**src/rtl/uart_rx_pkg.sv**
```systemverilog
package uart_rx_pkg;
  typedef enum logic [1:0] {
    ST_IDLE,
    ST_START,
    ST_DATA,
    ST_STOP
  } rx_state_e;

  typedef struct packed {
    logic [8:0] word;
    logic       ferr;
  } rx_char_t;
endpackage

```
**src/rtl/uart_rx_frame.sv**
```systemverilog
module uart_rx_frame
  import uart_rx_pkg::*;
#(
  parameter int OSR = 16
) (
  input  logic     clk,
  input  logic     rst,
  input  logic     tick,
  input  logic     rxd_s,
  input  logic     run,
  input  logic     nine,
  output logic     char_vld,
  output rx_char_t char_o
);
  localparam int CW = $clog2(OSR);
  localparam logic [CW-1:0] VOTE_LO = CW'(OSR / 2 - 1);
  localparam logic [CW-1:0] VOTE_HI = CW'(OSR / 2 + 1);
  localparam logic [CW-1:0] LAST    = CW'(OSR - 1);

  rx_state_e     st;
  logic [CW-1:0] cnt;
  logic [1:0]    votes;
  logic [3:0]    bitn;
  logic [8:0]    shreg;
  logic          maj;
  logic [3:0]    last_bit;

  assign maj      = (votes[1] & votes[0]) | (votes[1] & rxd_s) | (votes[0] & rxd_s);
  assign last_bit = nine ? 4'd8 : 4'd7;

  always_ff @(posedge clk) begin
    if (rst || !run) begin
      st       <= ST_IDLE;
      cnt      <= '0;
      votes    <= 2'b11;
      bitn     <= '0;
      shreg    <= '0;
      char_vld <= 1'b0;
      char_o   <= '0;
    end else begin
      char_vld <= 1'b0;
      if (tick) begin
        if (st == ST_IDLE) begin
          if (!rxd_s) begin
            st    <= ST_START;
            cnt   <= CW'(1);
            shreg <= '0;
            bitn  <= '0;
          end
        end else begin
          cnt <= (cnt == LAST) ? '0 : cnt + CW'(1);
          if (cnt >= VOTE_LO && cnt < VOTE_HI)
            votes <= {votes[0], rxd_s};
          unique case (st)
            ST_START: begin
              if (cnt == VOTE_HI && maj) st <= ST_IDLE;
              else if (cnt == LAST)      st <= ST_DATA;
            end
            ST_DATA: begin
              if (cnt == VOTE_HI) shreg[bitn] <= maj;
              if (cnt == LAST) begin
                if (bitn == last_bit) st <= ST_STOP;
                else bitn <= bitn + 4'd1;
              end
            end
            ST_STOP: begin
              if (cnt == VOTE_HI) begin
                char_vld    <= 1'b1;
                char_o.word <= shreg;
                char_o.ferr <= !maj;
                st          <= ST_IDLE;
              end
            end
            default: st <= ST_IDLE;
          endcase
        end
      end
    end
  end
endmodule

```
**src/rtl/uart_rx_idle.sv**
```systemverilog
module uart_rx_idle #(
  parameter int OSR = 16
) (
  input  logic clk,
  input  logic rst,
  input  logic tick,
  input  logic rxd_s,
  input  logic run,
  input  logic nine,
  input  logic restart,
  output logic idle_hit
);
  localparam int LIM8 = 10 * OSR;
  localparam int LIM9 = 11 * OSR;
  localparam int IW   = $clog2(LIM9 + 1);

  logic [IW-1:0] cnt;
  logic [IW-1:0] limit;

  assign limit = nine ? IW'(LIM9) : IW'(LIM8);

  always_ff @(posedge clk) begin
    if (rst || !run || restart) begin
      cnt      <= '0;
      idle_hit <= 1'b0;
    end else begin
      idle_hit <= 1'b0;
      if (tick) begin
        if (!rxd_s) begin
          cnt <= '0;
        end else if (cnt < limit) begin
          cnt <= cnt + IW'(1);
          if (cnt == limit - IW'(1)) idle_hit <= 1'b1;
        end
      end
    end
  end
endmodule

```
**src/rtl/uart_rx_ctl.sv**
```systemverilog
module uart_rx_ctl
  import uart_rx_pkg::*;
(
  input  logic       clk,
  input  logic       rst,
  input  logic       mod_en,
  input  logic       cfg_we,
  input  logic       cfg_rxen,
  input  logic       cfg_rwu,
  input  logic       wake_sel,
  input  logic       nine,
  input  logic       ilie,
  input  logic       dma_en,
  input  logic       rd,
  input  logic       char_vld,
  input  rx_char_t   char_i,
  input  logic       idle_hit,
  output logic       rx_en_q,
  output logic       rwu_q,
  output logic [8:0] data_q,
  output logic       full_q,
  output logic       idle_q,
  output logic       ferr_q,
  output logic       cpu_irq,
  output logic       dma_req,
  output logic       restart
);
  logic wr_ok, msb, wake_addr, wake_idle, store, armed;

  assign wr_ok     = cfg_we && mod_en;
  assign restart   = wr_ok && cfg_rwu;
  assign msb       = nine ? char_i.word[8] : char_i.word[7];
  assign wake_addr = rwu_q && wake_sel && char_vld && msb;
  assign wake_idle = rwu_q && !wake_sel && idle_hit;
  assign store     = char_vld && (!rwu_q || wake_addr);

  always_ff @(posedge clk) begin
    if (rst) begin
      rx_en_q <= 1'b0;
      rwu_q   <= 1'b0;
      data_q  <= '0;
      full_q  <= 1'b0;
      idle_q  <= 1'b0;
      ferr_q  <= 1'b0;
      armed   <= 1'b0;
      cpu_irq <= 1'b0;
      dma_req <= 1'b0;
    end else begin
      if (wr_ok) begin
        rx_en_q <= cfg_rxen;
        rwu_q   <= cfg_rwu;
      end else if (wake_addr || wake_idle) begin
        rwu_q <= 1'b0;
      end

      if (store) begin
        data_q <= char_i.word;
        ferr_q <= char_i.ferr;
        full_q <= 1'b1;
        armed  <= 1'b1;
      end else if (rd) begin
        full_q <= 1'b0;
      end

      if (idle_hit && !rwu_q && armed && !store) begin
        idle_q <= 1'b1;
        armed  <= 1'b0;
      end else if (rd) begin
        idle_q <= 1'b0;
      end

      cpu_irq <= !rwu_q && !dma_en && (full_q || (ilie && idle_q));
      dma_req <= !rwu_q && dma_en && full_q;
    end
  end
endmodule

```
**src/rtl/uart_rx_wake.sv**
```systemverilog
module uart_rx_wake
  import uart_rx_pkg::*;
#(
  parameter int OSR = 16
) (
  input  logic       clk,
  input  logic       rst,
  input  logic       tick16,
  input  logic       rxd,
  input  logic       mod_en,
  input  logic       cfg_we,
  input  logic       cfg_rxen,
  input  logic       cfg_rwu,
  input  logic       wake_sel,
  input  logic       nine_bit,
  input  logic       ilie,
  input  logic       dma_en,
  input  logic       rd_strobe,
  output logic [8:0] rx_data,
  output logic       rx_full,
  output logic       idle_flag,
  output logic       frame_err,
  output logic       rx_en,
  output logic       rwu,
  output logic       cpu_irq,
  output logic       dma_req
);
  logic     rx_m, rx_s;
  logic     run, char_vld, idle_hit, restart;
  rx_char_t char_w;

  always_ff @(posedge clk) begin
    if (rst) begin
      rx_m <= 1'b1;
      rx_s <= 1'b1;
    end else begin
      rx_m <= rxd;
      rx_s <= rx_m;
    end
  end

  assign run = mod_en && rx_en;

  uart_rx_frame #(.OSR(OSR)) u_frame (
    .clk(clk), .rst(rst), .tick(tick16), .rxd_s(rx_s), .run(run),
    .nine(nine_bit), .char_vld(char_vld), .char_o(char_w)
  );

  uart_rx_idle #(.OSR(OSR)) u_idle (
    .clk(clk), .rst(rst), .tick(tick16), .rxd_s(rx_s), .run(run),
    .nine(nine_bit), .restart(restart), .idle_hit(idle_hit)
  );

  uart_rx_ctl u_ctl (
    .clk(clk), .rst(rst), .mod_en(mod_en), .cfg_we(cfg_we),
    .cfg_rxen(cfg_rxen), .cfg_rwu(cfg_rwu), .wake_sel(wake_sel),
    .nine(nine_bit), .ilie(ilie), .dma_en(dma_en), .rd(rd_strobe),
    .char_vld(char_vld), .char_i(char_w), .idle_hit(idle_hit),
    .rx_en_q(rx_en), .rwu_q(rwu), .data_q(rx_data), .full_q(rx_full),
    .idle_q(idle_flag), .ferr_q(frame_err), .cpu_irq(cpu_irq),
    .dma_req(dma_req), .restart(restart)
  );
endmodule

```
**config.mk**
```make
export PLATFORM = sky130hd
export DESIGN_NAME = uart_rx_wake
export DESIGN_NICKNAME = d
export VERILOG_FILES = /design/src/rtl/uart_rx_pkg.sv /design/src/rtl/uart_rx_frame.sv /design/src/rtl/uart_rx_idle.sv /design/src/rtl/uart_rx_ctl.sv /design/src/rtl/uart_rx_wake.sv
export SDC_FILE = /design/constraint.sdc
export NUM_CORES = 1
export LEC_CHECK = 0
export BUFFER_PORTS_ARGS = -buffer_cell sky130_fd_sc_hd__buf_2
export CORE_UTILIZATION = 45
export DETAILED_ROUTE_END_ITERATION = 8
export PLACE_DENSITY = 0.75
export SYNTH_ARGS = -nofsm -noshare
export SYNTH_HDL_FRONTEND = slang
export SYNTH_SLANG_ARGS = --single-unit
```
**constraint.sdc**
```tcl
create_clock -name clk -period 2 [get_ports clk]
set_input_delay 0.1 -clock clk [delete_from_list [all_inputs] [get_ports clk]]
set_output_delay 0.1 -clock clk [all_outputs]
set_load 0.02 [all_outputs]
```
After elaboration in Yosys (flattened, before gate mapping)
Cells that the tools add are included.
{"block": "word_totals", "regBits": 60, "input_bits": 13, "output_inout_bits": 16, "word_cells": 137}
{"block": "classes", "add_sub_neg": 4, "order_cmp": 5, "n_eq_ne": 14, "n_mux": 35, "bitwise_logic": 10, "reduce_logical": 48}
{"cell": "$mux 4", "n": 9}
{"cell": "$mux 9", "n": 4}
{"cell": "$logic_and 1x1->1", "n": 20}
{"cell": "$mux 8", "n": 2}
{"cell": "$mux 2", "n": 7}
{"cell": "$reduce_bool 2->1", "n": 6}
{"cell": "$bwmux 9", "n": 1}
{"cell": "$mux 1", "n": 9}
{"cell": "$ne 3x1->1 const B", "n": 3}
{"cell": "$add 4x1->4 const B", "n": 2}
{"cell": "$add 8x1->8 const B", "n": 1}
{"cell": "$eq 4x4->1 const B", "n": 2}
{"cell": "$eq 8x8->1", "n": 1}
{"cell": "$lt 8x8->1", "n": 1}
{"cell": "$reduce_and 4->1", "n": 2}
{"cell": "$reduce_or 4->1", "n": 2}
{"cell": "$sub 8x1->8 const B", "n": 1}
{"cell": "$logic_not 1->1", "n": 6}
{"cell": "$pmux 2 s3", "n": 1}
{"cell": "$reduce_and 6->1", "n": 1}
{"cell": "$logic_or 1x1->1", "n": 5}
{"cell": "$lt 4x5->1 const B", "n": 1}
{"cell": "$mux 5", "n": 1}
{"cell": "$not 1->1", "n": 5}
{"cell": "17 further kinds", "n": 23}

Longest topological paths before layout
{"block": "depth", "ltp_word": 8, "depth_mapped": 8, "mapped_depth_nobuf": 7}

By module
Synthesis repeated with hierarchy kept, for this count alone.
{"block": "hier_totals", "hier_cells": 331, "hier_area_um2": 2891.5}
{"module": "uart_rx_frame", "instances": 1, "cells_per_inst": 197, "area_per_inst_um2": 1616.6, "seq_area_each_um2": 640.6}
{"module": "uart_rx_ctl", "instances": 1, "cells_per_inst": 65, "area_per_inst_um2": 649.4, "seq_area_each_um2": 340.3}
{"module": "uart_rx_idle", "instances": 1, "cells_per_inst": 64, "area_per_inst_um2": 566.8, "seq_area_each_um2": 180.2}
{"module": "uart_rx_wake", "instances": 1, "cells_per_inst": 5, "area_per_inst_um2": 58.8, "seq_area_each_um2": 40.0}

Least setup slack after synthesis
No wires, ideal clock.
{"block": "synth_timing", "path_type": "register to register", "from": "register u_frame.st[0]", "to": "register u_frame.shreg[8]", "setup_time_ns": 0.070, "arrival_ns": 1.634, "required_ns": 1.930, "slack_ns": 0.296, "path_stages_with_launch": 8, "path_buffers": 0, "period_less_slack_ns": 1.704, "cell_sequence": "dfxtp_1 inv_1 ha_1 nand2b_1 nor2_1 o21ai_1 or4b_1 a21oi_1"}
{"block": "synth_between", "elab_chain_len": 3, "elab_cells_between_ends": 7, "cone_classes": "eq/ne (2); mux (1); reduce/logical (4)"}
{"item": "from (decl)", "line_no": "uart_rx_frame.sv:20", "text": "rx_state_e st;"}
{"item": "from (signal assigned)", "line_no": "uart_rx_frame.sv:33", "text": "st <= ST_IDLE;"}
{"item": "from (signal assigned)", "line_no": "uart_rx_frame.sv:45", "text": "st <= ST_START;"}
{"item": "from (signal assigned)", "line_no": "uart_rx_frame.sv:56", "text": "if (cnt == VOTE_HI && maj) st <= ST_IDLE;"}
{"item": "$eq 2x2->1 / $logic_not 2->1 (equally long branches)", "line_no": "uart_rx_frame.sv:54, uart_rx_frame.sv:43"}
{"item": "$reduce_bool 2->1 (no source line) / $ne 2x2->1 (equally long branches)"}
{"item": "$reduce_and 4->1 (no source line)"}
{"item": "to (signal, indexed assignment)", "line_no": "uart_rx_frame.sv:60", "text": "if (cnt == VOTE_HI) shreg[bitn] <= maj;"}
{"item": "to (decl)", "line_no": "uart_rx_frame.sv:24", "text": "logic [8:0] shreg;"}
Parallel ways exist; a longest one is shown, timed or not.
A chain may end at the register's enable or synchronous reset.

Worst setup path after layout
Same ends and word-level chain as after synthesis.

==> summary.txt <==
Floorplanning
  • Num rows: 28
  • Die height: 80.1 um
  • IO Count: 29
  • Die ar.: 0.00642 mm2
  • Core area: slightly below 0.006 mm2
  • Initial core utilization: 46.6%
  • Die X: between 80 and 90 um

Run
  • Max_cap viols: 0

Layout
  • Diode count: 0
  • Most common cell after layout, fill and taps aside: dfxtp_1
  • Layout cells sized above 1: approximately 18%
  • Multi-input gate area: 0.00145 mm2
  • P&R area growth vs syn: 17.1%
  • Final cell count without fillers: 436
  • Final net count: approximately 380
  • FF/Latch Area: 0.00120 mm2
  • Layout fillers: between 500 and 600
  • Final non-filler cell area: 0.00321 mm2
  • Most frequent cells in the layout: 60 x dfxtp_1, 42 x nand2_1, 40 x a21oi_1

Drt
  • Vias: 2341
  • DRC: 0
  • Post-DRT Antenna Nets: 0
  • Pre-antenna DRT Iters: 4
  • Vias/cell: around 5.4
  • DRT iter0 DRCs: 125
  • Avg WL per Cell: roughly 13 um
  • Routed WL: 5870 um

STA
  • Worst Tran Pin Value: 0.578 ns
  • Final Slew Violations: 0
  • Final setup vio count: 0
  • Slew headroom: roughly 60%
  • Fmax: 557 MHz
  • Final Cycle Share: 89.8%
  • Tmin final: 1.80 ns
  • Setup TNS: 0 ns
  • RSZ-0062 raised after global routing: false
  • Final hold vios: 0
  • Worst setup margin: around 0.20 ns
  • Clock skew: just under 0.009 ns

CTS
  • Post CTS Setup Buffer Count: 0
  • Number of H-tree levels: 3
  • CTS tree: done
  • Clk pin slew, worst setup/hold paths: 0.07 ns
  • Total clock sinks: 60
  • TritonCTS Buffers: 9
  • Root Driver: clkbuf_8
  • Clk_lat worst skew: 0.35 ns
  • Clk buf depth: 2

Worst setup path
  • Critical Path Max Stage Delay: 0.50 ns
  • Crit path launch: u_frame.st[0]$_SDFFE_PP0P_
  • CP Buf/Inv Count: 1
  • R2R Path Start: u_frame.st[0]$_SDFFE_PP0P_
  • Crit start category: register
  • CP Capture Type: register
  • CP Data Required Time: 2.28 ns
  • Crit-path max FO: 9
  • Crit Path Category: reg2reg
  • Critical path data arrival time: 2.08 ns
  • CP max stage cell: or4b_1
  • CP Cell Sequence: inv_1 > ha_2 > nor2b_1 > o21ai_1 > or4b_1 > a21oi_1
  • CP delay by family, top: simple AND/OR/NAND/NOR gates

Synth
  • Post-synth cell types: 49
  • Post-Synth Simple-Gate Area: 22.6%
  • Asr flop ratio synth: 0%
  • Synth Area in Adders: 6.34%
  • Compound-Gate Fraction of Synth Area: 15.6%
  • Largest family of logic cells by synthesized area: simple AND/OR/NAND/NOR gates
  • Mux cell area share after synthesis: 5.88%
  • Mapped cell area: roughly 0.0027 mm2
  • Synth Register Bits: 60
  • Post-synth EDFFs: 0
  • Average cell area after synthesis: around 8.6 um2
  • Seq/Total Area, Yosys: 43.8%
  • Yosys warnings: 0
  • Synth Net Count: 345
  • Synth Area in XOR/XNOR: under 10%
  • Gate Count Post-Synth: about 320
  • Ys flop type: dfxtp_1

Run status
  • Run status: complete, no violations

GRT
  • Initial antenna violation count: 0
  • Total gr overflow: 0
  • Total GRT Usage: 19.9%
  • Pin count of the biggest net entering global routing: 22
  • First-pass GRT wire length: a little under 10000 um
  • Vias in the first global route: 2172

Worst hold path
  • Worst hold path class: in2reg
  • HP Start: rd_strobe

Placement
  • Final Wtd Congestion: approximately 0.8
  • I/O Buffers: 28
  • Dpl ws: 0.134 ns
  • Post-Place Cell Area: 0.00298 mm2
  • DP HPWL: 4080 um
  • Placed cells: 417

Power
  • Lkg Pwr: 1.27 nW
  • VDD IR-drop max: 0.000444 V
  • Pwr Total: 2.36 mW
  • Power Density: 736 mW/mm2
## layer usage
metal | global-route usage, % | vias to the layer above | part of all wire [%]
li1 | - | 1188 | -
met1 | 25.1 | 1081 | 47
met2 | 31.7 | 59 | 47
met3 | 3.86 | 13 | 4.3
met4 | 10.7 | 0 | 2.2
met5 | 0 | - | 0
## metrics by stage
stage	utilization, %	hold WS [ns]
6_report	54.6	0.0216
5_1_grt	54.6	0.0286
4_1_cts	54.5	0.0132
3_5_place_dp	50.6	0.290
3_3_place_gp	50.6	0.279
2_1_floorplan	-	0.177
## kinds of logic after synthesis
family | Yosys count
AOI/OAI and AO/OA | 73
and+or+nand+nor | 126
buffers and inverters | 23
DFF | 60
muxes | 16
adders and majority gates | 14
xor gates and xnor gates | 7
## final cells by class
class	instances	area share, %
clock buffer	9	3.85
clock inverter	7	2.34
inverter	10	1.17
multi-input combinational	236	45.2
sequential	60	37.4
tap	75	2.92
timing repair buffer	39	7.16
## tightest hold or removal path, cell delays in order
cell and delay [ns]:
buf_2 0.08, nand2b_1 0.09, a21oi_1 0.06
## Yosys cell counts, drive strengths merged, types with 6 or more instances
| cell | count | area, um2 |
|---|---|---|
| nand2 | 43 | 164 |
| dfxtp | 60 | 1200 |
| ha | 13 | 163 |
| o21ai | 15 | 75.1 |
| clkbuf | 9 | 35.0 |
| nor3 | 6 | 30.0 |
| a21oi | 41 | 209 |
| nor2 | 29 | 109 |
| mux2i | 15 | 150 |
| nor2b | 6 | 37.5 |
| nand3 | 7 | 35.0 |
| xor2 | 6 | 52.6 |
| inv | 10 | 37.5 |
| nand2b | 6 | 37.5 |
## sequential cells by signal (all words and copies together), names as in the netlist, 2 cells and up
register	count
u_idle.cnt	8
u_ctl.data_q	9
u_frame.char_o	10
u_frame.shreg	9
u_frame.st	2
u_frame.votes	2
u_frame.bitn	4
u_frame.cnt	4
## worst paths after layout
| kind | end | slack, ns | cells after the start |
|---|---|---|---|
| hold / removal | u_ctl.full_q$_SDFFE_PP0P_ | 0.02 | 3 |
| hold reg to reg | rx_s$_SDFF_PP1_ | 0.43 | 1 |
| setup / recovery | u_frame.shreg[8]$_SDFFE_PP0P_ | 0.20 | 6 |
| setup reg to reg | u_frame.shreg[8]$_SDFFE_PP0P_ | 0.20 | 6 |
## repair_timing
item | CTS | global route
hold endpoints to repair | 4 | 0
resized for setup | 0 | 3
setup endpoints to repair | 0 | 22
hold buffers | 3 | 0
## report_power, final
part / switching (mW) / internal, mW
Clock: 0.518 / 0.580
Combinational: 0.0387 / 0.0264
Sequential: 0.00353 / 1.20
Total: 0.560 / 1.80
Power figures use the tool's default switching activity.
